**config.mk**
```make
export PLATFORM = sky130hd
export DESIGN_NAME = bcyc_seq
export DESIGN_NICKNAME = d
export VERILOG_FILES = /design/src/rtl/bcyc_pkg.sv /design/src/rtl/bcyc_rst_sync.sv /design/src/rtl/bcyc_phase_fsm.sv /design/src/rtl/bcyc_err_trk.sv /design/src/rtl/bcyc_port_drv.sv /design/src/rtl/bcyc_seq.sv
export SDC_FILE = /design/constraint.sdc
export NUM_CORES = 1
export LEC_CHECK = 0
export ABC_CLOCK_PERIOD_IN_PS = 4850
export BUFFER_PORTS_ARGS = -buffer_cell sky130_fd_sc_hd__clkbuf_2
export CAP_MARGIN = 10
export CORE_MARGIN = 3
export CORE_UTILIZATION = 50
export CTS_CLUSTER_DIAMETER = 120
export DETAILED_ROUTE_END_ITERATION = 6
export HOLD_SLACK_MARGIN = 0.03
export PLACE_DENSITY = 0.84
export SETUP_SLACK_MARGIN = 0.15
export SYNTH_ARGS = -nofsm -noshare
export SYNTH_HDL_FRONTEND = slang
export SYNTH_SLANG_ARGS = --single-unit
```
**constraint.sdc**
```tcl
create_clock -name clk -period 4.85 [get_ports clk]
set_clock_uncertainty 0.1 [all_clocks]
set_input_delay 0.97 -clock clk [delete_from_list [all_inputs] [get_ports clk]]
set_output_delay 0.97 -clock clk [all_outputs]
set_load 0.02 [all_outputs]
```
**src/rtl/bcyc_pkg.sv**
```systemverilog
package bcyc_pkg;

  localparam int NUM_PH = 4;
  localparam int PH_W   = 3;

  typedef enum logic [PH_W-1:0] {
    PH_IDLE = 3'd0,
    PH_CK1  = 3'd1,
    PH_CK2  = 3'd2,
    PH_CK3  = 3'd3,
    PH_CK4  = 3'd4
  } phase_e;

  localparam logic [1:0] CLS_TWO   = 2'd0;
  localparam logic [1:0] CLS_THREE = 2'd1;

  localparam logic [1:0] ERR_NONE = 2'b00;
  localparam logic [1:0] ERR_BUS  = 2'b01;
  localparam logic [1:0] ERR_PROT = 2'b10;

  typedef struct packed {
    logic       opnd;
    logic       store;
    logic       load;
    logic [1:0] cls;
  } instr_t;

endpackage

```
**src/rtl/bcyc_rst_sync.sv**
```systemverilog
module bcyc_rst_sync #(
  parameter int STAGES = 2
) (
  input  logic clk,
  input  logic arst_n,
  output logic rst_n_o
);

  logic [STAGES-1:0] sync_q;

  // Assert asynchronously, release through the flop chain
  always_ff @(posedge clk or negedge arst_n) begin
    if (!arst_n) sync_q <= '0;
    else         sync_q <= {sync_q[STAGES-2:0], 1'b1};
  end

  assign rst_n_o = sync_q[STAGES-1];

endmodule

```
**src/rtl/bcyc_phase_fsm.sv**
```systemverilog
module bcyc_phase_fsm
  import bcyc_pkg::*;
(
  input  logic       clk,
  input  logic       rst_n,
  input  logic       start_i,
  input  logic [1:0] cls_i,
  input  logic       opnd_i,
  input  logic       iwr_i,
  input  logic       ird_i,
  input  logic       dtack_n_i,
  input  logic       bus_err_i,
  input  logic       mem_prot_i,
  output phase_e     phase_o,
  output instr_t     instr_o,
  output logic       accept_o,
  output logic       last_o
);

  phase_e ph_q, ph_d;
  instr_t ins_q, ins_d;
  logic   accept;
  logic   last;

  always_comb begin
    accept = (ph_q == PH_IDLE) && start_i;
    // final CK4 cycle: no wait needed, acknowledge seen, or a fault ends it
    last   = (ph_q == PH_CK4) &&
             (!ins_q.opnd || !dtack_n_i || bus_err_i || mem_prot_i);

    ins_d.opnd  = opnd_i;
    ins_d.store = iwr_i;
    ins_d.load  = ird_i & ~iwr_i;
    ins_d.cls   = cls_i;
  end

  always_comb begin
    ph_d = ph_q;
    unique case (ph_q)
      PH_IDLE: if (accept) ph_d = PH_CK1;
      PH_CK1:  ph_d = (ins_q.cls == CLS_TWO)   ? PH_CK4 : PH_CK2;
      PH_CK2:  ph_d = (ins_q.cls == CLS_THREE) ? PH_CK4 : PH_CK3;
      PH_CK3:  ph_d = PH_CK4;
      PH_CK4:  if (last) ph_d = PH_IDLE;
      default: ph_d = PH_IDLE;
    endcase
  end

  always_ff @(posedge clk or negedge rst_n) begin
    if (!rst_n) begin
      ph_q  <= PH_IDLE;
      ins_q <= '0;
    end else begin
      ph_q <= ph_d;
      if (accept) ins_q <= ins_d;
    end
  end

  assign phase_o  = ph_q;
  assign instr_o  = ins_q;
  assign accept_o = accept;
  assign last_o   = last;

endmodule

```
**src/rtl/bcyc_err_trk.sv**
```systemverilog
module bcyc_err_trk
  import bcyc_pkg::*;
(
  input  logic       clk,
  input  logic       rst_n,
  input  logic       last_i,
  input  logic       opnd_i,
  input  logic       bus_err_i,
  input  logic       mem_prot_i,
  output logic       abort_o,
  output logic [1:0] err_o
);

  logic [1:0] err_q, code_d;
  logic       abort;
  logic       set_en;

  always_comb begin
    abort  = last_i && opnd_i && (bus_err_i || mem_prot_i);
    code_d = bus_err_i ? ERR_BUS : ERR_PROT;
    set_en = abort && (err_q == ERR_NONE);
  end

  always_ff @(posedge clk or negedge rst_n) begin
    if (!rst_n)      err_q <= ERR_NONE;
    else if (set_en) err_q <= code_d;
  end

  assign abort_o = abort;
  assign err_o   = err_q;

endmodule

```
**src/rtl/bcyc_port_drv.sv**
```systemverilog
module bcyc_port_drv
  import bcyc_pkg::*;
#(
  parameter int AW = 20,
  parameter int DW = 16
) (
  input  logic          clk,
  input  logic          rst_n,
  input  logic          accept_i,
  input  phase_e        phase_i,
  input  logic          opnd_i,
  input  logic          store_i,
  input  logic          load_i,
  input  logic          last_i,
  input  logic          abort_i,
  input  logic [AW-1:0] acc_addr_i,
  input  logic [DW-1:0] st_data_i,
  input  logic [DW-1:0] rd_i,
  output logic [AW-1:0] ra_o,
  output logic [DW-1:0] rd_o,
  output logic          rd_oe_o,
  output logic          we_o,
  output logic          ds_o,
  output logic [DW-1:0] ld_data_o
);

  logic [AW-1:0] addr_q;
  logic [DW-1:0] data_q, ld_q;
  logic          busy, port_op, ld_en;

  always_comb begin
    busy    = (phase_i != PH_IDLE);
    port_op = store_i | load_i;
    ld_en   = last_i && load_i && !abort_i;
    ra_o    = (busy && port_op) ? addr_q : '0;
    rd_oe_o = busy && store_i;
    rd_o    = rd_oe_o ? data_q : '0;
    we_o    = busy && store_i && (phase_i != PH_CK1);
    ds_o    = (phase_i == PH_CK4) && opnd_i;
  end

  always_ff @(posedge clk or negedge rst_n) begin
    if (!rst_n) begin
      addr_q <= '0;
      data_q <= '0;
    end else if (accept_i) begin
      addr_q <= acc_addr_i;
      data_q <= st_data_i;
    end
  end

  always_ff @(posedge clk or negedge rst_n) begin
    if (!rst_n)     ld_q <= '0;
    else if (ld_en) ld_q <= rd_i;
  end

  assign ld_data_o = ld_q;

endmodule

```
**src/rtl/bcyc_seq.sv**
```systemverilog
module bcyc_seq
  import bcyc_pkg::*;
#(
  parameter int AW = 20,
  parameter int DW = 16,
  parameter int SYNC_STAGES = 2
) (
  input  logic          clk,
  input  logic          rst_n,
  input  logic          start_i,
  input  logic [1:0]    cls_i,
  input  logic          opnd_i,
  input  logic          iwr_i,
  input  logic          ird_i,
  input  logic [AW-1:0] acc_addr_i,
  input  logic [DW-1:0] st_data_i,
  input  logic [DW-1:0] rd_i,
  input  logic          dtack_n_i,
  input  logic          bus_err_i,
  input  logic          mem_prot_i,
  output logic [NUM_PH-1:0] ck_o,
  output logic          state1_o,
  output logic          ds_o,
  output logic          we_o,
  output logic [AW-1:0] ra_o,
  output logic [DW-1:0] rd_o,
  output logic          rd_oe_o,
  output logic [DW-1:0] ld_data_o,
  output logic          done_o,
  output logic [1:0]    err_o
);

  logic   rst_sync_n;
  phase_e phase;
  instr_t instr;
  logic   accept, last, abort;

  bcyc_rst_sync #(.STAGES(SYNC_STAGES)) u_rst (
    .clk     (clk),
    .arst_n  (rst_n),
    .rst_n_o (rst_sync_n)
  );

  bcyc_phase_fsm u_fsm (
    .clk        (clk),
    .rst_n      (rst_sync_n),
    .start_i    (start_i),
    .cls_i      (cls_i),
    .opnd_i     (opnd_i),
    .iwr_i      (iwr_i),
    .ird_i      (ird_i),
    .dtack_n_i  (dtack_n_i),
    .bus_err_i  (bus_err_i),
    .mem_prot_i (mem_prot_i),
    .phase_o    (phase),
    .instr_o    (instr),
    .accept_o   (accept),
    .last_o     (last)
  );

  bcyc_err_trk u_err (
    .clk        (clk),
    .rst_n      (rst_sync_n),
    .last_i     (last),
    .opnd_i     (instr.opnd),
    .bus_err_i  (bus_err_i),
    .mem_prot_i (mem_prot_i),
    .abort_o    (abort),
    .err_o      (err_o)
  );

  bcyc_port_drv #(.AW(AW), .DW(DW)) u_port (
    .clk        (clk),
    .rst_n      (rst_sync_n),
    .accept_i   (accept),
    .phase_i    (phase),
    .opnd_i     (instr.opnd),
    .store_i    (instr.store),
    .load_i     (instr.load),
    .last_i     (last),
    .abort_i    (abort),
    .acc_addr_i (acc_addr_i),
    .st_data_i  (st_data_i),
    .rd_i       (rd_i),
    .ra_o       (ra_o),
    .rd_o       (rd_o),
    .rd_oe_o    (rd_oe_o),
    .we_o       (we_o),
    .ds_o       (ds_o),
    .ld_data_o  (ld_data_o)
  );

  // one strobe per phase, phase code g+1 lights bit g
  for (genvar g = 0; g < NUM_PH; g++) begin : g_strobe
    assign ck_o[g] = (phase == phase_e'(3'(g + 1)));
  end

  assign state1_o = (phase != PH_IDLE);
  assign done_o   = last;

endmodule

```
==> run summary, run 1 <==
Fmax: 0.310 GHz
Grt total ovfl: 0
TritonCTS buffer count: 9
Least-Margin Pin Slew: 0.962 ns
Initial antenna violation count: 0
Crit-path cells: nor3_1 -> nor2_1 -> and2_1 -> clkbuf_2
Crit path buf inv count: 1
Cts hold-fix bufs: 0
Synth Register Bits: 64
Htree depth: 3
Cell variety after synth: 26
Top-area cell type share of the netlist area: 57.2%
Met2 Usage GRT: 31.4%
First-pass GRT wire length: 9.02 mm
Layout area overhead: 31.6%
Die area: 6530 um2
Final Max Tran Viols: 0
Final setup vio count: 0
Warnings from Yosys: 0
Critical path startpoint category: flip-flop
Pwr Total: 2.71 mW
Post-DP HPWL: 4.35 mm
Synth area leader: dfrtp_1
R2R Setup Slk: 2.51 ns
# IOs: 126
Die Height: 80.8 um
Post-DR vias/cell: 4.90
Min cycle time layout: 3.22 ns
Critical-path maximum fanout: 20
PD cells: 737 nW/um2
Critical path's slowest cell: nor2_1
Status: finished, final reports clean
Setup TNS: 0 ns
Kind of critical path: reg -> out
Sw frac: 38.0%
Slowest Stage Delay on Critical Path: 0.76 ns
Clk slew on worst S/H paths: 0.07 ns
# resized after CTS: 0
Crit end category: primary output
Relative slew slack: 35.6%
HP Class: reg -> async
Met1 usage: 20.9%
Busiest layer in global routing: met2
Sw Pwr: 1.03 mW
WL/cell: 14.3 um
Setup Buffers After CTS: 0
Gr usage total: 18.0%
P_leak: 1.89 nW
Cell-internal power: 1.68 mW
Share of cells above drive strength 1: 61.4%
I/O Buffers: 125
Register area share after synthesis: 57.2%
CTS Sinks: 64
Endpoints failing hold: 0
DR vias: 1,970
Die W: 80.8 um
Sequential power share: 35.1%
Antenna Nets Post-Route: 0
Max VDD drop: 0.377 mV
Synth top area cells: dfrtp_1 (57%), mux2_2 (19%), and2_1 (8.5%), mux2_4 (5.4%), buf_4 (1.3%)
Row Count: 26
Number of max-cap violations: 0
RSZ-0062 raised after global routing: no
Nets: 391
Comb pwr share: 46.5%
CP delay by family, top: simple AND/OR/NAND/NOR gates
Syn_area_per_cell: 14.0 um2
Core area: 5270 um2
DRT iter0 DRCs: 67
Worst-Skew Late Latency: 0.32 ns
Vias in the first global route: 2,020
WP data arrival: 2.15 ns
Synth Cell Area: 2800 um2
Residual DRC: 0
Final period util: 66.5%
Asr flop ratio synth: 100%
Largest net degree at the start of global routing: 43
CTS tree: done
DR pass1 iterations: 4
CTS root buffer: clkbuf_8
Initial core utilization: 53.1%
Net Count, Synth: 263
Clk buf depth: 2
CP Data Required Time: 3.78 ns
# diodes: 0
Syn Inst Count: 200
Clock power share: 18.4%
Ys flop type: dfrtp_1
Final wirelength: 5.75 mm
GPL Wtd Cong: 0.726
EDFF count, synth: 0
M3 GR Usage: 4.77%
-- registers in the layout (all words and copies together), names as in the netlist --
signal,count
u_port.ld_data_o,16
u_fsm.phase_o,3
u_rst.sync_q,2
u_port.data_q,16
u_port.addr_q,20
u_fsm.instr_o,5
u_err.err_o,2
-- power groups by stage --
| stage | clock, mW | combinational, mW | sequential, mW |
|---|---|---|---|
| 6_report | 0.499 | 1.26 | 0.952 |
| 5_1_grt | 0.535 | 1.36 | 0.989 |
| 4_1_cts | 0.512 | 1.29 | 0.955 |
| 3_5_place_dp | 0 | 1.28 | 0.961 |
| 3_3_place_gp | 0 | 1.25 | 0.942 |
| 2_1_floorplan | 0 | 0.844 | 1.02 |
-- routing by layer --
| layer | routed length [um] | part of all wire, % |
|---|---|---|
| met5 | 0 | 0 |
| met4 | 53 | 0.92 |
| met3 | 534 | 9.3 |
| met2 | 2790 | 49 |
| met1 | 2370 | 41 |
-- worst paths after layout --
| path | depth (start not counted) | start | end |
|---|---|---|---|
| worst max-delay path | 4 | u_fsm.phase_o[1] | ra_o[14] |
| worst min-delay path | 0 | u_rst.sync_q[1] | u_port.addr_q[3] |
| worst max register to register | 3 | u_fsm.phase_o[1] | u_port.data_q[9] |
| worst min register to register | 0 | u_rst.sync_q[1] | u_port.addr_q[3] |
| max in group asynchronous | 1 | u_rst.sync_q[1] | u_port.addr_q[8] |
| min in group clk | 0 | u_rst.sync_q[0] | u_rst.sync_q[1] |
-- worst reg2reg max path: cells and delay by family, from the launching register on --
kind	cells	cell delay, ns
and+or+nand+nor	2	1.21
DFF	1	0.48
muxes	1	0.43
-- cells in the mapped netlist (all sizes together), types with 2 or more instances --
master / number
o21ai: 3
buf: 6
nor2b: 3
dfrtp: 64
inv: 3
nor2: 6
nor3b: 3
and2: 38
mux2: 57
clkbuf: 3
a31o: 2
-- area by class of cell --
type / instances / area (um2)
inverter: 3 / 11.3
sequential: 64 / 1600
timing repair buffer: 126 / 633
fill: 392 / 1590
clock inverter: 3 / 65.1
tap: 70 / 87.6
multi-input combinational: 124 / 1130
clock buffer: 12 / 155
-- cells by family after synthesis --
kind of cell    Yosys count  synth area share (%)
buf+inv                  12                  2.55
other cells               1                 0.134
flops                    64                  57.2
mux                      57                  24.3
simple gates             56                  12.9
compound gates           10                  2.86
-- cell usage in the layout (no fill, tap or decap), types with 2 or more instances in the layout --
master and n:
o21ai_0 3, nor2b_1 3, bufinv_16 2, inv_1 3
mux2_4 10, clkbuf_8 11, and2_1 37, mux2_2 47
nor2_1 6, dfrtp_1 63, a31o_2 2, nor3b_1 2
clkbuf_2 125
-- per-stage QoR --
stage | utilization (%) | area [um2] | setup slack, ns | cells | hold slack [ns]
after detailed placement | 65.7 | 3460 | 1.95 | 387 | 0.163
after CTS | 69.8 | 3680 | 1.59 | 402 | 0.162
after global routing | 69.8 | 3680 | 1.43 | 402 | 0.176
after global placement | 65.7 | 3460 | 2.00 | 387 | 0.152
final | 69.8 | 3680 | 1.63 | 402 | 0.143
after floorplan | - | 2800 | 2.28 | 200 | 0.231
Power figures use the tool's default switching activity.
==> run 2: changes to the inputs <==
- ABC_CLOCK_PERIOD_IN_PS: 4850 -> 2900
- CORE_UTILIZATION: 50 -> 42
- PLACE_DENSITY: 0.84 -> 0.75
- clock period: 4.85 -> 2.9 ns (I/O delays scaled with it)
==> run summary, run 2 (same netlist as run 1, synthesis figures left out) <==
Critical-path maximum fanout: 20 (unchanged)
WL/cell: 14.2 um (was 14.3 um)
Grt total ovfl: 0 (unchanged)
Min cycle time layout: 2.58 ns
Final setup vio count: 0 (unchanged)
Gr usage total: 15.6% (was 18.0%)
# IOs: 126 (unchanged)
Sw Pwr: 1.75 mW (was 1.03 mW)
Share of cells above drive strength 1: 61.5% (was 61.4%)
Initial antenna violation count: 0 (unchanged)
Crit-path cells: nor3_1 -> nor2_2 -> and2_1 -> clkbuf_2 (was nor3_1 -> nor2_1 -> and2_1 -> clkbuf_2)
HP Class: reg -> reg (was reg -> async)
DR pass1 iterations: 3 (was 4)
Htree depth: 3 (unchanged)
Max VDD drop: 0.680 mV (was 0.377 mV)
Antenna Nets Post-Route: 0 (unchanged)
Die area: 7680 um2 (was 6530 um2)
CP Data Required Time: 2.22 ns (was 3.78 ns)
Crit end category: primary output (unchanged)
Fmax: 0.387 GHz
Sequential power share: 36.1% (was 35.1%)
Least-Margin Pin Slew: 0.866 ns (was 0.962 ns)
Worst-Skew Late Latency: 0.33 ns (was 0.32 ns)
Hold Path Sink: u_rst.sync_q[1]
WP data arrival: 1.90 ns (was 2.15 ns)
Clk slew on worst S/H paths: 0.07 ns (about the same)
Commonest non-fill, non-tap cell in the layout: clkbuf_2 (unchanged)
P_leak: 1.89 nW (about the same)
Comb pwr share: 49.1% (was 46.5%)
Die Height: 87.6 um (was 80.8 um)
Hold_ws: 0.245 ns (was 0.143 ns)
TritonCTS buffer count: 9 (unchanged)
Hold Crit Depth: 0
DRT iter0 DRCs: 34 (was 67)
Relative slew slack: 42.2% (was 35.6%)
Most frequent cells in the layout: clkbuf_2 (125), dfrtp_1 (63), mux2_2 (47) (unchanged)
Kind of critical path: reg -> out (unchanged)
Worst reg2reg path depth: 4 (was 3)
PD cells: 1190 nW/um2 (was 737 nW/um2)
Die W: 87.6 um (was 80.8 um)
Core area: 6390 um2 (was 5270 um2)
Post-DR vias/cell: 4.83 (was 4.90)
Slowest Stage Delay on Critical Path: 0.52 ns (was 0.76 ns)
CTS Sinks: 64 (unchanged)
Largest net degree at the start of global routing: 41 (was 43)
# diodes: 0 (unchanged)
Vias in the first global route: 1,985 (was 2,020)
CTS root buffer: clkbuf_8 (unchanged)
Status: finished, final reports clean (unchanged)
Row Count: 29 (was 26)
Critical path startpoint category: flip-flop (unchanged)
Final Max Tran Viols: 0 (unchanged)
RSZ-0062 raised after global routing: yes (was no)
Pwr Total: 4.41 mW (was 2.71 mW)
Final wirelength: 5.88 mm (was 5.75 mm)
Fillcell total: 566 (was 392)
First-pass GRT wire length: 9.08 mm (was 9.02 mm)
Layout area overhead: 31.9% (was 31.6%)
Endpoints failing hold: 0 (unchanged)
Number of max-cap violations: 0 (unchanged)
R2R Setup Slk: 0.71 ns (was 2.51 ns)
Cell-internal power: 2.66 mW (was 1.68 mW)
Worst reg2reg endpoint: u_fsm.instr_o[3] (was u_port.data_q[9])
Reg with most FFs: u_port.addr_q (unchanged)
Source of the worst hold timing path: u_rst.sync_q[0]
GPL Wtd Cong: 0.716 (was 0.726)
DR vias: 2,005 (was 1,970)
Largest register FFs: 20 (unchanged)
Sw frac: 39.6% (was 38.0%)
Residual DRC: 0 (unchanged)
Clk buf depth: 2 (unchanged)
Reg-to-reg startpoint: u_fsm.phase_o[1] (unchanged)
Post-DP HPWL: 4.42 mm (was 4.35 mm)
I/O Buffers: 125 (unchanged)
Clock power share: 14.8% (was 18.4%)
Nets: 396 (was 391)
Critical path's slowest cell: nor2_2 (was nor2_1)
Setup TNS: 0 ns (unchanged)
CTS tree: done (unchanged)
Final period util: 89.0%
Initial core utilization: 43.8% (was 53.1%)
[run 2: cell types whose count changed in the layout (fill, tap and decap cells not counted)]
cell	before	now
bufinv_16	2	0
nor2_1	6	5
buf_12	0	1
clkbuf_8	11	10
nor2_2	0	1
clkbuf_1	1	3
clkinv_2	1	2
clkinvlp_4	0	1
dlygate4sd3_1	0	1
buf_4	1	4
[run 2: worst max path at each step]
stage                      from       end  cells past startpoint  slack (ns)
3_3_place_gp   u_fsm.phase_o[1]   ra_o[5]                      4        0.40
5_1_grt        u_fsm.phase_o[0]  ra_o[19]                      4        0.13
6_report       u_fsm.phase_o[0]  ra_o[19]                      4        0.32
4_1_cts        u_fsm.phase_o[0]  ra_o[19]                      4        0.25
3_5_place_dp   u_fsm.phase_o[0]  ra_o[16]                      4        0.32
2_1_floorplan  u_fsm.phase_o[1]  rd_o[10]                      4        0.72
[run 2: power groups by stage]
stage	clock (mW)	combinational [mW]	sequential, mW
detailed placement	0	2.19	1.60
CTS	0.687	2.20	1.59
finish	0.654	2.16	1.59
global route	0.714	2.33	1.65
floorplan	0	1.41	1.70
global placement	0	2.14	1.59
[run 2: layer usage]
metal,part of all wire (%),track usage [%],vias to the layer above
met3,9.4,4.61,12
met1,42,19.3,961
met5,0,0,-
li1,-,-,949
met2,47,24.7,83
met4,1.7,8.37,0
[run 2: critical path: cells and delay by family, from the launching register on]
kind	cells	cell delay, ns
buffers and inverters	1	0.17
DFF	1	0.50
and+or+nand+nor	3	0.90
[run 2: cell type report]
type | instances | area (um2) | area share, %
inverter | 3 | 11.3 | 0.305
multi-input combinational | 124 | 1130 | 30.6
clock inverter | 3 | 17.5 | 0.475
timing repair buffer | 131 | 686 | 18.6
sequential | 64 | 1600 | 43.4
clock buffer | 13 | 149 | 4.03
tap | 77 | 96.3 | 2.61
[run 2: timing repair]
| item | 4_1_cts | 5_1_grt |
|---|---|---|
| gates resized for setup | 1 | 0 |
| buffers inserted | 0 | 0 |
| setup endpoints to repair | 20 | 13 |
| endpoints found under the hold margin | 2 | 0 |
| hold buffers | 1 | 0 |
| cloned | 0 | 0 |
[run 2: metrics by stage]
step	instances	cell area, um2	setup WS (ns)	util (%)
floorplan	200	2800	0.722	-
global placement	398	3510	0.399	55.0
detailed placement	398	3510	0.316	55.0
CTS	415	3690	0.251	57.8
global route	415	3690	0.127	57.8
finish	415	3690	0.318	57.8
